==> config.mk <==
export PLATFORM = sky130hd
export DESIGN_NAME = bcd_ripple_adder
export DESIGN_NICKNAME = d
export VERILOG_FILES = /design/src/rtl/bcd_add_pkg.sv /design/src/rtl/bcd_bin_nibble.sv /design/src/rtl/bcd_fix_detect.sv /design/src/rtl/bcd_digit_cell.sv /design/src/rtl/bcd_ripple_adder.sv
export SDC_FILE = /design/constraint.sdc
export NUM_CORES = 1
export LEC_CHECK = 0
export BUFFER_PORTS_ARGS = -buffer_cell sky130_fd_sc_hd__buf_4
export CAP_MARGIN = 20
export CORE_MARGIN = 3
export CORE_UTILIZATION = 51
export DETAILED_ROUTE_END_ITERATION = 10
export PLACE_DENSITY = 0.94
export REMOVE_ABC_BUFFERS = 1
export SLEW_MARGIN = 20
export SYNTH_ARGS = -nofsm -noshare
export SYNTH_HDL_FRONTEND = slang
export SYNTH_SLANG_ARGS = --single-unit
==> constraint.sdc <==
create_clock -name vclk -period 47.5
set_input_delay 14.25 -clock vclk [all_inputs]
set_output_delay 14.25 -clock vclk [all_outputs]
set_load 0.005 [all_outputs]
==> src/rtl/bcd_add_pkg.sv <==
package bcd_add_pkg;
  localparam int DIGIT_W = 4;
  localparam logic [DIGIT_W-1:0] DEC_SKIP = 4'd6;
  localparam logic [DIGIT_W:0] DEC_LIMIT = 5'd10;
  typedef logic [DIGIT_W-1:0] digit_t;
endpackage

==> src/rtl/bcd_bin_nibble.sv <==
module bcd_bin_nibble
  import bcd_add_pkg::*;
(
  input  digit_t op_a,
  input  digit_t op_b,
  input  logic   cin,
  output digit_t raw_z,
  output logic   raw_co
);
  // first stage: plain binary sum of the two digits and the incoming carry
  assign {raw_co, raw_z} = {1'b0, op_a} + {1'b0, op_b} + {{DIGIT_W{1'b0}}, cin};
endmodule

==> src/rtl/bcd_fix_detect.sv <==
module bcd_fix_detect
  import bcd_add_pkg::*;
(
  input  digit_t raw_z,
  input  logic   raw_co,
  output logic   fix
);
  // raw result of ten or more: binary carry, or 1 in bit 3 with bit 2 or bit 1
  assign fix = raw_co | (raw_z[3] & raw_z[2]) | (raw_z[3] & raw_z[1]);

  always_comb begin
    a_r4_fix_iff_over: assert (fix == ({raw_co, raw_z} >= DEC_LIMIT));
  end
endmodule

==> src/rtl/bcd_digit_cell.sv <==
module bcd_digit_cell
  import bcd_add_pkg::*;
(
  input  digit_t dig_a,
  input  digit_t dig_b,
  input  logic   dcarry_in,
  output digit_t dig_sum,
  output logic   dcarry_out
);
  digit_t bin_z;
  logic   bin_co;
  logic   need_fix;

  bcd_bin_nibble u_bin (
    .op_a  (dig_a),
    .op_b  (dig_b),
    .cin   (dcarry_in),
    .raw_z (bin_z),
    .raw_co(bin_co)
  );

  bcd_fix_detect u_fix (
    .raw_z (bin_z),
    .raw_co(bin_co),
    .fix   (need_fix)
  );

  // second stage: skip the six unused codes; its own carry is dropped
  assign dig_sum    = bin_z + (need_fix ? DEC_SKIP : '0);
  assign dcarry_out = need_fix;

  logic ops_valid;
  assign ops_valid = (dig_a <= 4'd9) && (dig_b <= 4'd9);

  always_comb begin
    if (ops_valid) begin
      a_r2_digit_in_range: assert (dig_sum <= 4'd9);
      a_r3_digit_weight: assert ((dcarry_out ? DEC_LIMIT : 5'd0) + {1'b0, dig_sum}
                                 == {1'b0, dig_a} + {1'b0, dig_b} + {4'd0, dcarry_in});
    end
  end
endmodule

==> src/rtl/bcd_ripple_adder.sv <==
module bcd_ripple_adder
  import bcd_add_pkg::*;
#(
  parameter int DIGITS = 4
) (
  input  logic [DIGITS*DIGIT_W-1:0] addend_a,
  input  logic [DIGITS*DIGIT_W-1:0] addend_b,
  input  logic                      carry_in,
  output logic [DIGITS*DIGIT_W-1:0] sum_bcd,
  output logic                      carry_out
);
  localparam int VEC_W = DIGITS * DIGIT_W;

  logic [DIGITS:0] dec_carry;
  assign dec_carry[0] = carry_in;

  for (genvar gi = 0; gi < DIGITS; gi++) begin : g_digit
    bcd_digit_cell u_cell (
      .dig_a     (addend_a[gi*DIGIT_W +: DIGIT_W]),
      .dig_b     (addend_b[gi*DIGIT_W +: DIGIT_W]),
      .dcarry_in (dec_carry[gi]),
      .dig_sum   (sum_bcd[gi*DIGIT_W +: DIGIT_W]),
      .dcarry_out(dec_carry[gi+1])
    );
  end

  assign carry_out = dec_carry[DIGITS];

  function automatic logic all_valid(input logic [VEC_W-1:0] v);
    logic ok;
    ok = 1'b1;
    for (int k = 0; k < DIGITS; k++) begin
      if (v[k*DIGIT_W +: DIGIT_W] > 4'd9) ok = 1'b0;
    end
    return ok;
  endfunction

  always_comb begin
    if (all_valid(addend_a) && addend_b == '0 && !carry_in) begin
      a_r8_zero_identity: assert (sum_bcd == addend_a && !carry_out);
    end
  end
endmodule

==> results of run 1 <==
## routing by layer
metal	vias up	GRT usage	wire length (microns)
met1	414	0.2023	753
met3	12	0.01916	169
met5	-	0	0
li1	431	-	-
met2	45	0.4412	1243
met4	0	0.1050	98
## cells by family (layout without fill, tap and decap cells)
kind of cell	count (synthesis)	in the layout	share of synthesized area
mux	2	2	0.02302
compound gates	12	12	0.09065
simple gates	27	27	0.1770
buf+inv	19	69	0.08202
fa+ha+maj	28	28	0.5065
xor+xnor	12	12	0.1209
## worst max-delay path, delay by kind of cell
family                     cells  cell delay [ns]
buffers and inverters          6             0.42
and+or+nand+nor                6             0.61
AOI/OAI and AO/OA              7             1.60
xor gates and xnor gates       5             1.21
adders and majority gates     10             3.29
## placed cells by master (no fill, tap or decap), drive strengths merged, types with 3 or more instances in the layout
| master | instances |
|---|---|
| xor2 | 4 |
| nor2b | 6 |
| inv | 19 |
| ha | 16 |
| nor2 | 9 |
| fa | 12 |
| o21ai | 3 |
| a21oi | 5 |
| nand2b | 3 |
| xnor2 | 8 |
| buf | 50 |
## power by group
group / switching [mW] / leakage [nW] / internal (mW) / total [mW]
sequential: 0 / 0 / 0 / 0
clock: 0 / 0 / 0 / 0
combinational: 0.0142 / 0.676 / 0.0186 / 0.0328
total: 0.0142 / 0.676 / 0.0186 / 0.0328
## per-stage QoR
step                      worst slack, ns  hold WS (ns)  cell area [sq um]  cells
final                               11.84         28.85               1265    166
after global routing                11.30         28.86               1265    166
after CTS                           11.89         28.85               1265    166
after detailed placement            11.92         28.85               1265    166
after global placement              12.19         28.83               1265    166
after floorplan                     12.71         28.65              869.6    100
## worst paths after layout
| check | slack, ns | end | startpoint | cells past startpoint |
|---|---|---|---|---|
| setup / recovery | 11.84 | sum_bcd[15] | addend_a[0] | 34 |
| hold / removal | 28.85 | sum_bcd[4] | addend_b[4] | 3 |
## final cells by class
class	instances	area (sq um)
Inverter	19	71.32
Timing Repair Buffer	50	375.4
Tap cell	16	20.02
Multi-Input combinational cell	81	798.3
Fill cell	112	294.0
==> reports/metrics.csv, run 1 <==
stage,metric,value,unit
power,Pleak,0.6765,nW
clock_network,post-cts hold buffer count,0,
placement,routability cong.,0.7476,
finish,n_diodes,0,
critical_path,Crit. End Element,output port,
finish,seq_cells,0,
sta,Tmin final,35.66,ns
drt,DRT antenna net count,0,
synth,Syn Area/Cell,8.696,sq um
synth,Yosys warning count,0,
sta,Final Hold Fails,0,
floorplan,die area,2236,sq um
global_route,vias in the first global route,949,
synth,cells after synthesis,100,
critical_path,worst-path maximum fanout,4,
finish,Area Growth Syn to Fin,45.47,%
drt,drt wl/cell,13.64,microns
sta,Setup TNS,0,ns
drt,DRT Pass-1 Iters,4,
drt,routed via count,902,
floorplan,cell row count,14,
finish,register area,0,sq um
synth,post-synth top area share,0.2763,
synth,cell with the most instances after synthesis,inv_1,
finish,final core utilization,0.8114,
sta,Slew headroom,0.7517,
global_route,GRT overflow,0,
drt,initial DRC count,11,
synth,top post-synthesis cells by area,"fa_1 28%, ha_1 23%, inv_1 8.2%, xnor2_1 8.1%, nor2b_1 4.3%",
sta,unrepaired setup endpoints after global routing,false,
power,Worst VDD drop,0.01870,mV
critical_path,CP Class,in -> out,
drt,WL final,2.265,mm
sta,f_max,0.02805,GHz
sta,worst slew pin tran,0.3710,ns
sta,crit share post-route,0.7507,
floorplan,Die H,47.29,microns
power,pwr/cell area,25.93,nW/um^2
synth,most frequent cells after synthesis,"19 x inv_1, 16 x ha_1, 12 x fa_1, 9 x nor2_1, 8 x xnor2_1",
global_route,GRT Util Overall,0.2146,
finish,Total Nets Final,213,
clock_network,post-cts sizing count,0,
sta,Pins Over Slew Limit,0,
status,status,"complete, no violations",
placement,hpwl dp,2.105,mm
finish,clkbuf count,0,
power,Total Power,32.81,uW
critical_path,worst path arrival time,21.41,ns
global_route,first-pass GRT wire length,3.546,mm
job,max cap viols,0,
placement,input/output buffers,50,
finish,layout cell share with drive strength beyond 1,0.3400,
floorplan,Starting Density,0.5578,
synth,largest area contributor in the netlist,fa_1,
critical_path,Startpoint Class,input port,
floorplan,Die X,47.29,microns
critical_path,Critical Path RT,33.25,ns
clock_network,post-CTS setup buffers,0,
global_route,antenna violations before repair,0,
floorplan,Core ar.,1559,sq um
critical_path,CP max-delay cell,fa_1,
sta,Final Setup Violations,0,
synth,mapped cell area,869.6,sq um
critical_path,most used cell along the critical path,fa_1,
drt,Vias/cell,5.434,
synth,unique cell type count in the Yosys netlist,22,
synth,post-synthesis sequential area ratio,0,
drt,DRC viols,0,
hold_path,Hold WC Path Type,in -> out,
global_route,pin count of the biggest net entering global routing,6,
floorplan,# IOs,50,
critical_path,Crit path largest cell delay,0.45,ns
No activity file was read; power rests on OpenSTA's default activity.
==> run 2, diff against run 1 <==
ABC_AREA = 1   (was default)
CORE_UTILIZATION = 49   (was 51)
PLACE_DENSITY = 0.88   (was 0.94)
clock period = 36.5 ns   (was 47.5 ns; I/O delays follow)
==> run 2 against run 1 <==
  * Sequential share of layout area unchanged
  * Final cell count increased by 39%
  * Flip-flop and latch count unchanged
  * Synthesized cell count increased by 56%
  * First-iteration DRC count increased by 82%
  * Wire length increased by 8.6%
  * Cell area increased by 10%
  * Worst hold slack got worse by 6.6 ns
  * Count of clock-buffer cells in the layout unchanged
==> reports/metrics.csv, run 2 <==
stage,metric,value,unit,change
floorplan,Die X,50.86,microns,was 47.29 microns
synth,Yosys warning count,0,,unchanged
finish,Post-Layout Cell Count,231,,was 166
placement,DP Area,1393,sq um,was 1265 sq um
placement,routability cong.,0.8141,,was 0.7476
global_route,GR peak layer,met2,,unchanged
hold_path,Hold WC Path Type,in -> out,,unchanged
sta,Final Hold Fails,0,,unchanged
sta,f_max,0.03595,GHz,
synth,largest area contributor in the netlist,fa_1,,unchanged
synth,post-synth top area share,0.2437,,was 0.2763
critical_path,Crit path largest cell delay,0.46,ns,was 0.45 ns
synth,most frequent cells after synthesis,"44 x inv_1, 40 x nand2_1, 29 x nand3_1, 16 x ha_1, 12 x fa_1",,"was 19 x inv_1, 16 x ha_1, 12 x fa_1, 9 x nor2_1, 8 x xnor2_1"
sta,Final Setup Violations,0,,unchanged
drt,initial DRC count,20,,was 11
synth,cells after synthesis,156,,was 100
critical_path,worst-path maximum fanout,3,,was 4
finish,"commonest non-fill, non-tap cell in the layout",buf_4,,unchanged
sta,worst slew pin tran,0.1966,ns,was 0.3710 ns
finish,seq_cells,0,,unchanged
drt,DRT Pass-1 Iters,4,,unchanged
critical_path,Critical Path RT,25.55,ns,was 33.25 ns
drt,DRT antenna net count,0,,unchanged
finish,n_diodes,0,,unchanged
finish,final core utilization,0.7649,,was 0.8114
synth,top post-synthesis cells by area,"fa_1 24%, ha_1 20%, inv_1 17%, nand2_1 15%, nand3_1 15%",,"was fa_1 28%, ha_1 23%, inv_1 8.2%, xnor2_1 8.1%, nor2b_1 4.3%"
synth,post-synthesis sequential area ratio,0,,unchanged
placement,hpwl dp,2.300,mm,was 2.105 mm
sta,unrepaired setup endpoints after global routing,false,,unchanged
sta,Pins Over Slew Limit,0,,unchanged
power,Pleak,0.8841,nW,was 0.6765 nW
power,pwr/cell area,29.82,nW/um^2,was 25.93 nW/um^2
clock_network,post-cts sizing count,0,,unchanged
finish,"commonest non-fill, non-tap cells in the layout","50 x buf_4, 44 x inv_1, 40 x nand2_1",,"was 50 x buf_4, 19 x inv_1, 16 x ha_1"
global_route,GRT Util Overall,0.2041,,was 0.2146
floorplan,# IOs,50,,unchanged
placement,DP Worst Slack,8.669,ns,was 11.92 ns
synth,unique cell type count in the Yosys netlist,8,,was 22
global_route,met2 Use GR,0.4152,,was 0.4412
finish,layout cell share with drive strength beyond 1,0.2573,,was 0.3400
global_route,M3 GR Usage,0.008746,,was 0.01916
power,Worst VDD drop,0.02293,mV,was 0.01870 mV
critical_path,CP Class,in -> out,,unchanged
sta,Hold Slack,22.24,ns,was 28.85 ns
drt,drt wl/cell,10.65,microns,was 13.64 microns
synth,cell with the most instances after synthesis,inv_1,,unchanged
placement,input/output buffers,50,,unchanged
placement,Placed Cells,231,,was 166
critical_path,CP max-delay cell,fa_1,,unchanged
floorplan,cell row count,15,,was 14
drt,routed via count,1126,,was 902
sta,Tmin final,27.81,ns,
global_route,pin count of the biggest net entering global routing,5,,was 6
drt,Vias/cell,4.874,,was 5.434
global_route,GRT overflow,0,,unchanged
clock_network,post-cts hold buffer count,0,,unchanged
floorplan,Die H,50.86,microns,was 47.29 microns
finish,Area Growth Syn to Fin,41.24,%,was 45.47%
sta,fin worst setup slack,8.687,ns,was 11.84 ns
synth,mapped cell area,985.9,sq um,was 869.6 sq um
drt,DRC viols,0,,unchanged
clock_network,post-CTS setup buffers,0,,unchanged
floorplan,Core ar.,1821,sq um,was 1559 sq um
critical_path,most used cell along the critical path,nand2_1,,was fa_1
synth,Syn Area/Cell,6.320,sq um,was 8.696 sq um
floorplan,Starting Density,0.5416,,was 0.5578
critical_path,worst path arrival time,16.86,ns,was 21.41 ns
critical_path,Crit. End Element,output port,,unchanged
status,status,"complete, no violations",,unchanged
sta,crit share post-route,0.7620,,
finish,final instance area,1393,sq um,was 1265 sq um
finish,register area,0,sq um,unchanged
sta,Slew headroom,0.8689,,was 0.7517
finish,Total Nets Final,269,,was 213
power,Total Power,41.53,uW,was 32.81 uW
finish,clkbuf count,0,,unchanged
global_route,met1 global-route usage,0.2368,,was 0.2023
job,max cap viols,0,,unchanged
global_route,first-pass GRT wire length,4.278,mm,was 3.546 mm
global_route,vias in the first global route,1149,,was 949
critical_path,Startpoint Class,input port,,unchanged
sta,Setup TNS,0,ns,unchanged
global_route,antenna violations before repair,0,,unchanged
drt,WL final,2.460,mm,was 2.265 mm
floorplan,die area,2586,sq um,was 2236 sq um
-- run 2: cell count changes after synthesis, moves of 4 or more --
cell,change
nor2b_1,-6
inv_1,+25
xor2_1,-4
a21oi_1,+4
nand3_1,+29
nand2_1,+38
nor2_1,-5
xnor2_1,-8
-- run 2: per-layer routing --
metal | vias up | routed length [microns]
li1 | 584 | -
met1 | 501 | 967
met2 | 39 | 1335
met3 | 2 | 146
met4 | 0 | 10
met5 | - | 0
-- run 2: power breakdown --
part	internal [mW]	switching, mW	leakage (nW)
Combinational	0.0217	0.0198	0.884
Sequential	0	0	0
Clock	0	0	0
Total	0.0217	0.0198	0.884
-- run 2: cells by family after synthesis --
family,after synthesis,share of synthesized area
buf+inv,44,0.1675
simple gates,76,0.3452
compound gates,8,0.04061
fa+ha+maj,28,0.4467
-- run 2: area by class of cell --
class	instances	area, sq um
Fill cell	143	427.9
Inverter	44	165.2
Multi-Input combinational cell	112	820.8
Tap cell	25	31.28
Timing Repair Buffer	50	375.4
-- run 2: worst max-delay path: cells and delay by family --
family        cells  cell delay, ns
simple gates     16            1.44
fa+ha+maj        10            3.83
buf+inv           8            0.66
-- run 2: final timing paths --
| check | start | to | slack, ns | depth (start not counted) |
|---|---|---|---|---|
| max | addend_a[0] | sum_bcd[14] | 8.69 | 34 |
| min | addend_b[8] | sum_bcd[8] | 22.24 | 3 |
==> run 3, diff against run 2 <==
ABC_AREA = 0   (was 1)
CORE_UTILIZATION = 43   (was 49)
PLACE_DENSITY = 0.85   (was 0.88)
clock period = 22.4 ns   (was 36.5 ns; I/O delays follow)
==> run 3 against run 2 <==
  * Count of clock-buffer cells in the layout unchanged
  * Core utilization fell by 6.4 points
  * Flip-flop and latch count stayed put
  * Largest power group unchanged
  * Power grew 65%
  * Cell area decreased by 8.4%
  * Die area up 0.45%
  * Highest routed layer is now met3
  * Critical path depth fell by 2
==> reports/metrics.csv, run 3 (synthesis results as in run 1) <==
stage,metric,value,unit,change
sta,f_max,0.04871,GHz,
placement,hpwl dp,1.929,mm,was 2.300 mm
critical_path,CP Class,in -> out,,unchanged
sta,Setup TNS,0,ns,unchanged
sta,crit share post-route,0.9165,,
sta,Slew headroom,0.7258,,was 0.8689
drt,WL final,2.044,mm,was 2.460 mm
critical_path,Critical Path RT,15.68,ns,was 25.55 ns
power,Worst VDD drop,0.04217,mV,was 0.02293 mV
critical_path,CP max-delay cell,fa_1,,unchanged
sta,Final Setup Violations,0,,unchanged
sta,Tmin final,20.53,ns,
drt,DRC viols,0,,unchanged
drt,Vias/cell,4.874,,about the same
placement,DP Worst Slack,1.820,ns,was 8.669 ns
clock_network,post-cts sizing count,0,,unchanged
hold_path,Hold Startpoint,addend_b[12],,was addend_b[8]
clock_network,post-cts hold buffer count,0,,unchanged
finish,clkbuf count,0,,unchanged
finish,area taken by multi-input logic gates,798.3,sq um,was 820.8 sq um
critical_path,Crit. End Element,output port,,unchanged
status,status,"complete, no violations",,unchanged
hold_path,Hold Path End,sum_bcd[12],,was sum_bcd[8]
drt,DRT antenna net count,0,,unchanged
critical_path,Crit path largest cell delay,0.47,ns,was 0.46 ns
sta,worst slew pin tran,0.4098,ns,was 0.1966 ns
finish,"commonest non-fill, non-tap cells in the layout","50 x buf_4, 19 x inv_1, 16 x ha_1",,"was 50 x buf_4, 44 x inv_1, 40 x nand2_1"
floorplan,Die X,50.97,microns,was 50.86 microns
power,Pleak,0.6765,nW,was 0.8841 nW
drt,routed via count,853,,was 1126
floorplan,die area,2598,sq um,was 2586 sq um
floorplan,# IOs,50,,unchanged
critical_path,worst path arrival time,13.81,ns,was 16.86 ns
drt,DRT Pass-1 Iters,4,,unchanged
placement,Placed Cells,175,,was 231
finish,Post-Layout Cell Count,175,,was 231
finish,register area,0,sq um,unchanged
finish,Area Growth Syn to Fin,46.76,%,was 41.24%
placement,routability cong.,0.7274,,was 0.8141
drt,drt wl/cell,11.68,microns,was 10.65 microns
drt,initial DRC count,2,,was 20
job,max cap viols,0,,unchanged
critical_path,Startpoint Class,input port,,unchanged
sta,Pins Over Slew Limit,0,,unchanged
global_route,first-pass GRT wire length,3.477,mm,was 4.278 mm
finish,"commonest non-fill, non-tap cell in the layout",buf_4,,unchanged
power,pwr/cell area,53.74,nW/um^2,was 29.82 nW/um^2
global_route,pin count of the biggest net entering global routing,6,,was 5
global_route,antenna violations before repair,0,,unchanged
finish,fillers,151,,was 143
floorplan,cell row count,15,,unchanged
global_route,GRT overflow,0,,unchanged
critical_path,worst-path maximum fanout,3,,unchanged
finish,seq_cells,0,,unchanged
finish,final core utilization,0.7010,,was 0.7649
clock_network,post-CTS setup buffers,0,,unchanged
finish,n_diodes,0,,unchanged
sta,unrepaired setup endpoints after global routing,false,,unchanged
floorplan,Core ar.,1821,sq um,unchanged
floorplan,Starting Density,0.4777,,was 0.5416
sta,Final Hold Fails,0,,unchanged
finish,Total Nets Final,213,,was 269
finish,layout cell share with drive strength beyond 1,0.3400,,was 0.2573
placement,input/output buffers,50,,unchanged
hold_path,hold depth,3,,unchanged
critical_path,most used cell along the critical path,fa_1,,was nand2_1
hold_path,Hold WC Path Type,in -> out,,unchanged
global_route,GRT Util Overall,0.1650,,was 0.2041
sta,fin worst setup slack,1.870,ns,was 8.687 ns
floorplan,Die H,50.97,microns,was 50.86 microns
global_route,vias in the first global route,909,,was 1149
## run 3: cell types whose count changed in the layout (fill, tap and decap cells not counted), moves of 2 or more
cell / before / now
nand2_1: 40 / 2
nand3_1: 29 / 0
inv_1: 44 / 19
xnor2_1: 0 / 8
nor2b_1: 0 / 6
nor2_1: 4 / 9
a21oi_1: 8 / 4
xor2_1: 0 / 4
nand2b_1: 0 / 3
nand3_2: 3 / 0
o21ai_0: 0 / 3
mux2i_1: 0 / 2
nor3b_1: 0 / 2
nor4bb_1: 0 / 2
## run 3: report_power, final
part	internal [mW]	switching, mW	total [mW]
clock	0	0	0
combinational	0.0392	0.0294	0.0686
sequential	0	0	0
total	0.0392	0.0294	0.0686
## run 3: routing by layer
metal | part of all wire | up-vias | track usage | wire length, microns
met5 | 0 | - | 0 | 0
met2 | 0.56 | 32 | 0.3498 | 1142
met1 | 0.34 | 392 | 0.1727 | 701
met4 | 0 | 0 | 0 | 0
met3 | 0.098 | 0 | 0.02915 | 201
li1 | - | 429 | - | -
## run 3: through the flow
step / cell area, sq um / hold WS (ns) / power [mW]
4_1_cts: 1276 / 13.78 / 0.06956
6_report: 1276 / 13.77 / 0.06858
3_3_place_gp: 1276 / 13.77 / 0.06686
2_1_floorplan: 869.6 / 13.59 / 0.03654
3_5_place_dp: 1276 / 13.78 / 0.06911
5_1_grt: 1276 / 13.79 / 0.07670
## run 3: worst max path at each step
stage | cells past startpoint | endpoint | slack (ns) | startpoint
after global placement | 32 | sum_bcd[15] | 2.12 | addend_a[0]
final | 32 | sum_bcd[15] | 1.87 | addend_a[0]
after detailed placement | 32 | sum_bcd[15] | 1.82 | addend_a[0]
after CTS | 32 | sum_bcd[15] | 1.81 | addend_a[0]
after floorplan | 30 | sum_bcd[15] | 2.67 | addend_a[0]
after global routing | 34 | sum_bcd[15] | 1.35 | addend_a[0]
## run 3: cell type report
type	count	share of cell area
tap	25	0.02451
multi-input combinational	81	0.6255
timing repair buffer	50	0.2941
inverter	19	0.05588
## run 3: worst max-delay path: cells and delay by family
kind                       cells  cell delay [ns]
and+or+nand+nor                5             0.45
adders and majority gates     10             3.50
xor gates and xnor gates       5             1.14
AOI/OAI and AO/OA              6             1.54
buffers and inverters          6             0.45
